**src/rtl/spi_xcvr_pkg.sv**
```systemverilog
package spi_xcvr_pkg;
  localparam int REG_W = 8;

  // field order is the software-visible bit layout, bit 7 first
  typedef struct packed {
    logic       ssoe;
    logic       en;
    logic       lsbFirst;
    logic       mstr;
    logic       cpol;
    logic       cpha;
    logic [1:0] rate;
  } ctrlReg_t;

  // strobes from the control half to the shifter half
  typedef struct packed {
    logic load;
    logic shift;
    logic sample;
    logic fromMosi;
  } dpStrobe_t;

  localparam logic [1:0] ADDR_CTRL = 2'd0;
  localparam logic [1:0] ADDR_DATA = 2'd1;
  localparam logic [1:0] ADDR_STAT = 2'd2;
endpackage

```
**src/rtl/spi_xcvr_ctrl.sv**
```systemverilog
module spi_xcvr_ctrl
  import spi_xcvr_pkg::*;
#(
  parameter int DATA_W      = 8,
  parameter int SYNC_STAGES = 2,
  parameter int MAX_HALF    = 8
) (
  input  logic             clk,
  input  logic             rstN,
  input  logic             regWe,
  input  logic [1:0]       regAddr,
  input  logic [REG_W-1:0] ctrlWdata,
  input  logic             sclkIn,
  input  logic             mosiIn,
  input  logic             selInN,
  output ctrlReg_t         ctrlQ,
  output dpStrobe_t        strobe,
  output logic             busy,
  output logic             done,
  output logic             sclkOut,
  output logic             mosiSync,
  output logic             slaveAct
);
  localparam int EDGES  = 2 * DATA_W;
  localparam int EDGE_W = $clog2(EDGES + 1);
  localparam int BIT_W  = $clog2(DATA_W);
  localparam int HALF_W = $clog2(MAX_HALF);

  logic [SYNC_STAGES-1:0] sclkSync, mosiSyncR, selSync;
  logic sclkS, selS, sclkPrev;
  logic mBusy, ph;
  logic [EDGE_W-1:0] edgeIdx;
  logic [HALF_W-1:0] halfCnt, halfMax;
  logic [BIT_W-1:0]  bitCnt;
  logic dataWr, ctrlWr, startM, loadOk, tick, lastTick, mEdge, lead, mSample, mShift;
  logic sEdge, sLead, sTrail, sSample, sShift, sLast;

  // input synchronisers for the slave side
  always_ff @(posedge clk or negedge rstN) begin
    if (!rstN) begin
      sclkSync  <= '0;
      mosiSyncR <= '0;
      selSync   <= '1;
    end else begin
      sclkSync  <= {sclkSync[SYNC_STAGES-2:0], sclkIn};
      mosiSyncR <= {mosiSyncR[SYNC_STAGES-2:0], mosiIn};
      selSync   <= {selSync[SYNC_STAGES-2:0], selInN};
    end
  end

  always_comb begin
    sclkS    = sclkSync[SYNC_STAGES-1];
    selS     = selSync[SYNC_STAGES-1];
    mosiSync = mosiSyncR[SYNC_STAGES-1];
    slaveAct = ctrlQ.en && !ctrlQ.mstr && !selS;
    busy     = mBusy || slaveAct;
    dataWr   = regWe && (regAddr == ADDR_DATA);
    ctrlWr   = regWe && (regAddr == ADDR_CTRL) && !busy;
    startM   = dataWr && ctrlQ.en && ctrlQ.mstr && !mBusy;
    loadOk   = dataWr && ctrlQ.en && !busy;
    halfMax  = HALF_W'((1 << ctrlQ.rate) - 1);
    tick     = mBusy && (halfCnt == halfMax);
    lastTick = tick && (edgeIdx == EDGE_W'(EDGES));
    mEdge    = tick && !lastTick;
    lead     = !edgeIdx[0];
    mSample  = mEdge && (ctrlQ.cpha ? !lead : lead);
    mShift   = mEdge && (ctrlQ.cpha ? (lead && (edgeIdx != '0)) : !lead);
    sEdge    = slaveAct && (sclkS != sclkPrev);
    sLead    = sEdge && (sclkPrev == ctrlQ.cpol);
    sTrail   = sEdge && (sclkPrev != ctrlQ.cpol);
    sSample  = ctrlQ.cpha ? sTrail : sLead;
    sShift   = ctrlQ.cpha ? (sLead && (bitCnt != '0)) : sTrail;
    sLast    = sSample && (bitCnt == BIT_W'(DATA_W - 1));
    strobe   = '{load: loadOk, shift: mShift || sShift,
                 sample: mSample || sSample, fromMosi: !ctrlQ.mstr};
    sclkOut  = ctrlQ.cpol ^ (mBusy && ph);
  end

  // control register and master sequencer
  always_ff @(posedge clk or negedge rstN) begin
    if (!rstN) begin
      ctrlQ   <= '0;
      mBusy   <= 1'b0;
      ph      <= 1'b0;
      edgeIdx <= '0;
      halfCnt <= '0;
    end else begin
      if (ctrlWr) ctrlQ <= ctrlReg_t'(ctrlWdata);
      if (!ctrlQ.en) begin
        mBusy   <= 1'b0;
        ph      <= 1'b0;
        edgeIdx <= '0;
        halfCnt <= '0;
      end else if (startM) begin
        mBusy   <= 1'b1;
        ph      <= 1'b0;
        edgeIdx <= '0;
        halfCnt <= '0;
      end else if (mBusy) begin
        if (tick) begin
          halfCnt <= '0;
          edgeIdx <= edgeIdx + EDGE_W'(1);
          if (lastTick) mBusy <= 1'b0;
          else          ph    <= ~ph;
        end else begin
          halfCnt <= halfCnt + HALF_W'(1);
        end
      end
    end
  end

  // slave bit counter and completion flag
  always_ff @(posedge clk or negedge rstN) begin
    if (!rstN) begin
      sclkPrev <= 1'b0;
      bitCnt   <= '0;
      done     <= 1'b0;
    end else begin
      sclkPrev <= sclkS;
      if (!slaveAct)   bitCnt <= '0;
      else if (sSample) bitCnt <= sLast ? '0 : bitCnt + BIT_W'(1);
      if (lastTick || sLast)  done <= 1'b1;
      else if (loadOk || ctrlWr) done <= 1'b0;
    end
  end
endmodule

```
**src/rtl/spi_xcvr_dp.sv**
```systemverilog
module spi_xcvr_dp
  import spi_xcvr_pkg::*;
#(
  parameter int DATA_W = 8
) (
  input  logic              clk,
  input  logic              rstN,
  input  dpStrobe_t         strobe,
  input  logic              lsbFirst,
  input  logic [DATA_W-1:0] wrData,
  input  logic              misoIn,
  input  logic              mosiSync,
  output logic              txBit,
  output logic [DATA_W-1:0] rxData
);
  logic [DATA_W-1:0] txSh, rxSh;
  logic inBit;

  always_comb begin
    inBit  = strobe.fromMosi ? mosiSync : misoIn;
    txBit  = lsbFirst ? txSh[0] : txSh[DATA_W-1];
    rxData = rxSh;
  end

  always_ff @(posedge clk or negedge rstN) begin
    if (!rstN) begin
      txSh <= '0;
      rxSh <= '0;
    end else begin
      if (strobe.load)       txSh <= wrData;
      else if (strobe.shift) txSh <= lsbFirst ? (txSh >> 1) : (txSh << 1);
      if (strobe.sample)
        rxSh <= lsbFirst ? {inBit, rxSh[DATA_W-1:1]} : {rxSh[DATA_W-2:0], inBit};
    end
  end
endmodule

```
**src/rtl/spi_xcvr.sv**
```systemverilog
module spi_xcvr
  import spi_xcvr_pkg::*;
#(
  parameter int DATA_W      = REG_W,
  parameter int SYNC_STAGES = 2
) (
  input  logic              clk,
  input  logic              rstN,
  input  logic              regWe,
  input  logic [1:0]        regAddr,
  input  logic [DATA_W-1:0] regWdata,
  output logic [DATA_W-1:0] regRdata,
  input  logic              faultDisable,
  input  logic              sclkIn,
  input  logic              selInN,
  input  logic              mosiIn,
  input  logic              misoIn,
  output logic              sclkOut,
  output logic              mosiOut,
  output logic              misoOut,
  output logic              selOut,
  output logic              selOe,
  output logic              masterOe,
  output logic              misoOe,
  output logic              busy,
  output logic              done
);
  ctrlReg_t          ctrlQ;
  dpStrobe_t         strobe;
  logic              mosiSync, slaveAct, txBit;
  logic [DATA_W-1:0] rxData;

  spi_xcvr_ctrl #(.DATA_W(DATA_W), .SYNC_STAGES(SYNC_STAGES)) u_ctrl (
    .clk(clk), .rstN(rstN), .regWe(regWe), .regAddr(regAddr),
    .ctrlWdata(regWdata[REG_W-1:0]), .sclkIn(sclkIn), .mosiIn(mosiIn),
    .selInN(selInN), .ctrlQ(ctrlQ), .strobe(strobe), .busy(busy), .done(done),
    .sclkOut(sclkOut), .mosiSync(mosiSync), .slaveAct(slaveAct)
  );

  spi_xcvr_dp #(.DATA_W(DATA_W)) u_dp (
    .clk(clk), .rstN(rstN), .strobe(strobe), .lsbFirst(ctrlQ.lsbFirst),
    .wrData(regWdata), .misoIn(misoIn), .mosiSync(mosiSync),
    .txBit(txBit), .rxData(rxData)
  );

  always_comb begin
    mosiOut  = txBit;
    misoOut  = txBit;
    masterOe = ctrlQ.en && ctrlQ.mstr;
    misoOe   = slaveAct;
    selOe    = ctrlQ.mstr && ctrlQ.ssoe && faultDisable;
    selOut   = !(selOe && busy);
    case (regAddr)
      ADDR_CTRL: regRdata = DATA_W'(ctrlQ);
      ADDR_DATA: regRdata = rxData;
      ADDR_STAT: regRdata = DATA_W'({done, busy});
      default:   regRdata = '0;
    endcase
  end
endmodule

```
**config.mk**
```make
export PLATFORM = sky130hd
export DESIGN_NAME = spi_xcvr
export DESIGN_NICKNAME = d
export VERILOG_FILES = /design/src/rtl/spi_xcvr_pkg.sv /design/src/rtl/spi_xcvr_ctrl.sv /design/src/rtl/spi_xcvr_dp.sv /design/src/rtl/spi_xcvr.sv
export SDC_FILE = /design/constraint.sdc
export NUM_CORES = 1
export LEC_CHECK = 0
export CAP_MARGIN = 20
export CORE_ASPECT_RATIO = 0.8
export CORE_MARGIN = 2
export CORE_UTILIZATION = 59
export CTS_CLUSTER_SIZE = 20
export DETAILED_ROUTE_END_ITERATION = 7
export PLACE_DENSITY = 0.85
export RECOVER_POWER = 25
export SLEW_MARGIN = 5
export SYNTH_ARGS = -nofsm -noshare
export SYNTH_HDL_FRONTEND = slang
export SYNTH_HIERARCHICAL = 1
export SYNTH_SLANG_ARGS = --single-unit
```
**constraint.sdc**
```tcl
create_clock -name clk -period 6 [get_ports clk]
set_clock_uncertainty 0.2 [all_clocks]
set_input_delay 0.6 -clock clk [delete_from_list [all_inputs] [get_ports clk]]
set_output_delay 0.6 -clock clk [all_outputs]
set_load 0.005 [all_outputs]
```
==> summary.txt <==
Status
  – Status: complete, but fails checks
  – Failing checks: max-capacitance violations, max-slew violations

Floorplanning
  – Row count: 21
  – CORE AREA: roughly 4200 um^2
  – Initial Util: approximately three fifths
  – Ports: 35
  – Die Area: 4934 um^2
  – Die Span Y: between 60 and 70 um
  – Die X: 78.04 um

Yosys
  – Yosys reg bits: 45
  – Synthesized area: 2587 um^2
  – Ys flop type: dfrtp_1
  – Yosys cell types: 46
  – Post-synth top area cell: dfrtp_1
  – Most instantiated library cell after synthesis: dfrtp_1
  – Ys Warns: 6
  – Area share of the largest cell type after synthesis: 41.59%
  – Register area share after synthesis: 43.62%
  – Number of enable flip-flop cells after synthesis: 0
  – Total nets after synthesis: about 270
  – Ys async rst share: 100.0%
  – Top post-synthesis cells by area: dfrtp_1 (42%), mux2i_1 (11%), mux2_2 (3.5%), nand2_1 (3.2%), a21oi_1 (2.9%)
  – Mean area per synthesized cell: 10.35 um^2
  – Synth cell count leaders: dfrtp_1 (43), mux2i_1 (28), nand2_1 (22)
  – Post-Syn Instances: 250

GRT
  – Antenna violations before repair: 0
  – Via count of the first global-routing pass: 1766
  – Total track usage: 22.34%
  – Congestion Overflow GR: 0
  – Global-route wire length before repair: 8.631 mm
  – Largest net degree at the start of global routing: 46

Critical path
  – CP arrival: between 2 and 2.5 ns
  – Crit Path Max Fanout: 11
  – CP Capture Type: output port
  – Crit Path Class: in2out
  – CP startpoint: regAddr[0]
  – CP Data Required Time: 5.20 ns
  – CP startpoint kind: input port
  – FF-to-FF Start: u_ctrl/ctrlQ[6]

Timing
  – RSZ-0062 raised after global routing: no
  – Slew margin rel.: -9.936%
  – Setup TNS: 0 ns
  – Fin crit period: about 3.1 ns
  – Final Hold Fails: 0
  – Setup WS post-layout: 2.879 ns
  – Max Fclk: 320.4 MHz
  – Final worst-path cycle share: a little over half
  – Max-slew violations: 32
  – Pin slew with the least headroom to its limit: 1.649 ns
  – Setup violations, final: 0

Final layout
  – FF/Latch Area: 1129 um^2
  – Share of cells above drive strength 1: between 8 and 9%
  – Area occupied by multi-input gates: 1305 um^2
  – Nets@finish: between 300 and 400
  – Inserted Diodes: 0
  – Final design utilization: 70.54%
  – Fill cells: between 300 and 400
  – Area grow syn2layout: 14.60%
  – Post-route insts no fill: around 340

CTS
  – Hold-fix buffers, CTS: 0
  – Post-CTS setup buffer count: 0
  – CTS tree: built
  – Post_cts resized: 0
  – Htree depth: 2
  – Root buf cell: clkbuf_8
  – CTS max path bufs: 2
  – Clk pin slew, worst setup/hold paths: ~0.080 ns
  – TritonCTS Sinks: 45
  – Clk_lat worst skew: between 0.2 and 0.3 ns
  – CTS buffer count: 5

Placed design
  – Hpwl dp: 3.793 mm
  – Port-buffer cells: 34
  – Placed Cells: 327
  – Placer Congestion: 0.8538
  – Pre-CTS WS: 2.882 ns

Detailed routing
  – Via density: about 5.7
  – First-pass iteration count of the detailed router: 4
  – DRT antenna net count: 0
  – Number of remaining DRC errors: 0
  – Total number of vias: 1906
  – Starting DRT DRC Count: around 170
  – Routed Wire Length: 5.227 mm
  – Wire length per cell: 15.56 um

Power and ir drop
  – P_leak: 1.275 nW
  – Power per Cell Area: 325.2 nW/um^2
  – Post-route total power: 964.3 uW
  – Peak supply drop: approximately 0.18 mV

Job
  – Max cap viols: 1

Hold path
  – Worst Hold Class: in2async
[cell usage in the layout (no fill, tap or decap), drive strengths merged, types with 6 or more instances in the layout]
master	n
o21ai	6
clkbuf	9
or3b	7
clkdlybuf4s50	33
inv	11
dfrtp	43
o211ai	11
nand2b	9
nand2	22
nand3	8
ha	6
nor2	14
a21oi	15
mux2i	28
nor2b	7
mux2	8
[power by group]
part | switching (mW) | internal, mW
Sequential | 0.0939 | 0.376
Clock | 0.0970 | 0.0819
Combinational | 0.131 | 0.184
Total | 0.322 | 0.642
[per-layer routing]
metal | up-vias | part of all wire (%) | routed length [um] | GRT usage, %
met1 | 915 | 50 | 2589 | 33.18
met3 | 2 | 4.5 | 236 | 5.014
met4 | 0 | 0.34 | 18 | 5.702
met5 | - | 0 | 0 | 0
li1 | 947 | - | - | -
met2 | 42 | 46 | 2383 | 33.30
[cells by family (layout without fill, tap and decap cells)]
kind of cell	count (synthesis)	in the layout	share of synthesized area, %
flip-flops	45	45	43.62
AND/OR/NAND/NOR	87	87	18.81
multiplexers	36	36	14.31
buffers and inverters	25	54	6.189
XOR/XNOR	4	4	1.354
AO/OA/AOI/OAI	47	47	12.81
adder cells (fa/ha/maj)	6	6	2.901
[path summary, 6_finish.rpt]
| kind | slack [ns] | cells past startpoint | end |
|---|---|---|---|
| setup / recovery | 2.88 | 4 | regRdata[0] |
| hold / removal | 0.15 | 1 | u_dp/txSh[6] |
| setup reg to reg | 3.32 | 5 | u_ctrl/done |
| hold reg to reg | 0.16 | 0 | u_ctrl/sclkSync[1] |
| max in group asynchronous | 3.46 | 2 | u_ctrl/bitCnt[1] |
| min in group clk | 0.16 | 0 | u_ctrl/sclkSync[1] |
[worst max-delay path, stage by stage]
cell	delay, ns
clkdlybuf4s50_1	0.85
mux2i_1	0.17
o2bb2ai_1	0.16
clkdlybuf4s50_1	0.54
[final cells by class]
cell class	instances	share of cell area (%)
Clock inverter	1	0.1688
Timing Repair Buffer	35	11.39
Clock buffer	7	2.574
Tap cell	57	2.405
Inverter	11	1.392
Sequential cell	45	38.06
Multi-Input combinational cell	180	44.01
[stage by stage]
stage | hold slack, ns | instance area [um^2]
2_1_floorplan | 0.1044 | 2587
3_3_place_gp | 0.1325 | 2882
4_1_cts | 0.1603 | 2963
6_report | 0.1508 | 2965
3_5_place_dp | 0.1428 | 2882
5_1_grt | 0.1679 | 2965
[registers in the layout (all words and copies together), names as in the netlist]
register and cells:
u_ctrl/ctrlQ 8, u_dp/rxData 8, u_dp/txSh 8, u_ctrl/edgeIdx 5, u_ctrl/bitCnt 3, u_ctrl/halfCnt 3
u_ctrl/mosiSyncR 2, u_ctrl/sclkSync 2, u_ctrl/selSync 2, u_ctrl/done 1, u_ctrl/mBusy 1, u_ctrl/ph 1
u_ctrl/sclkPrev 1
No activity file was read; power rests on OpenSTA's default activity.
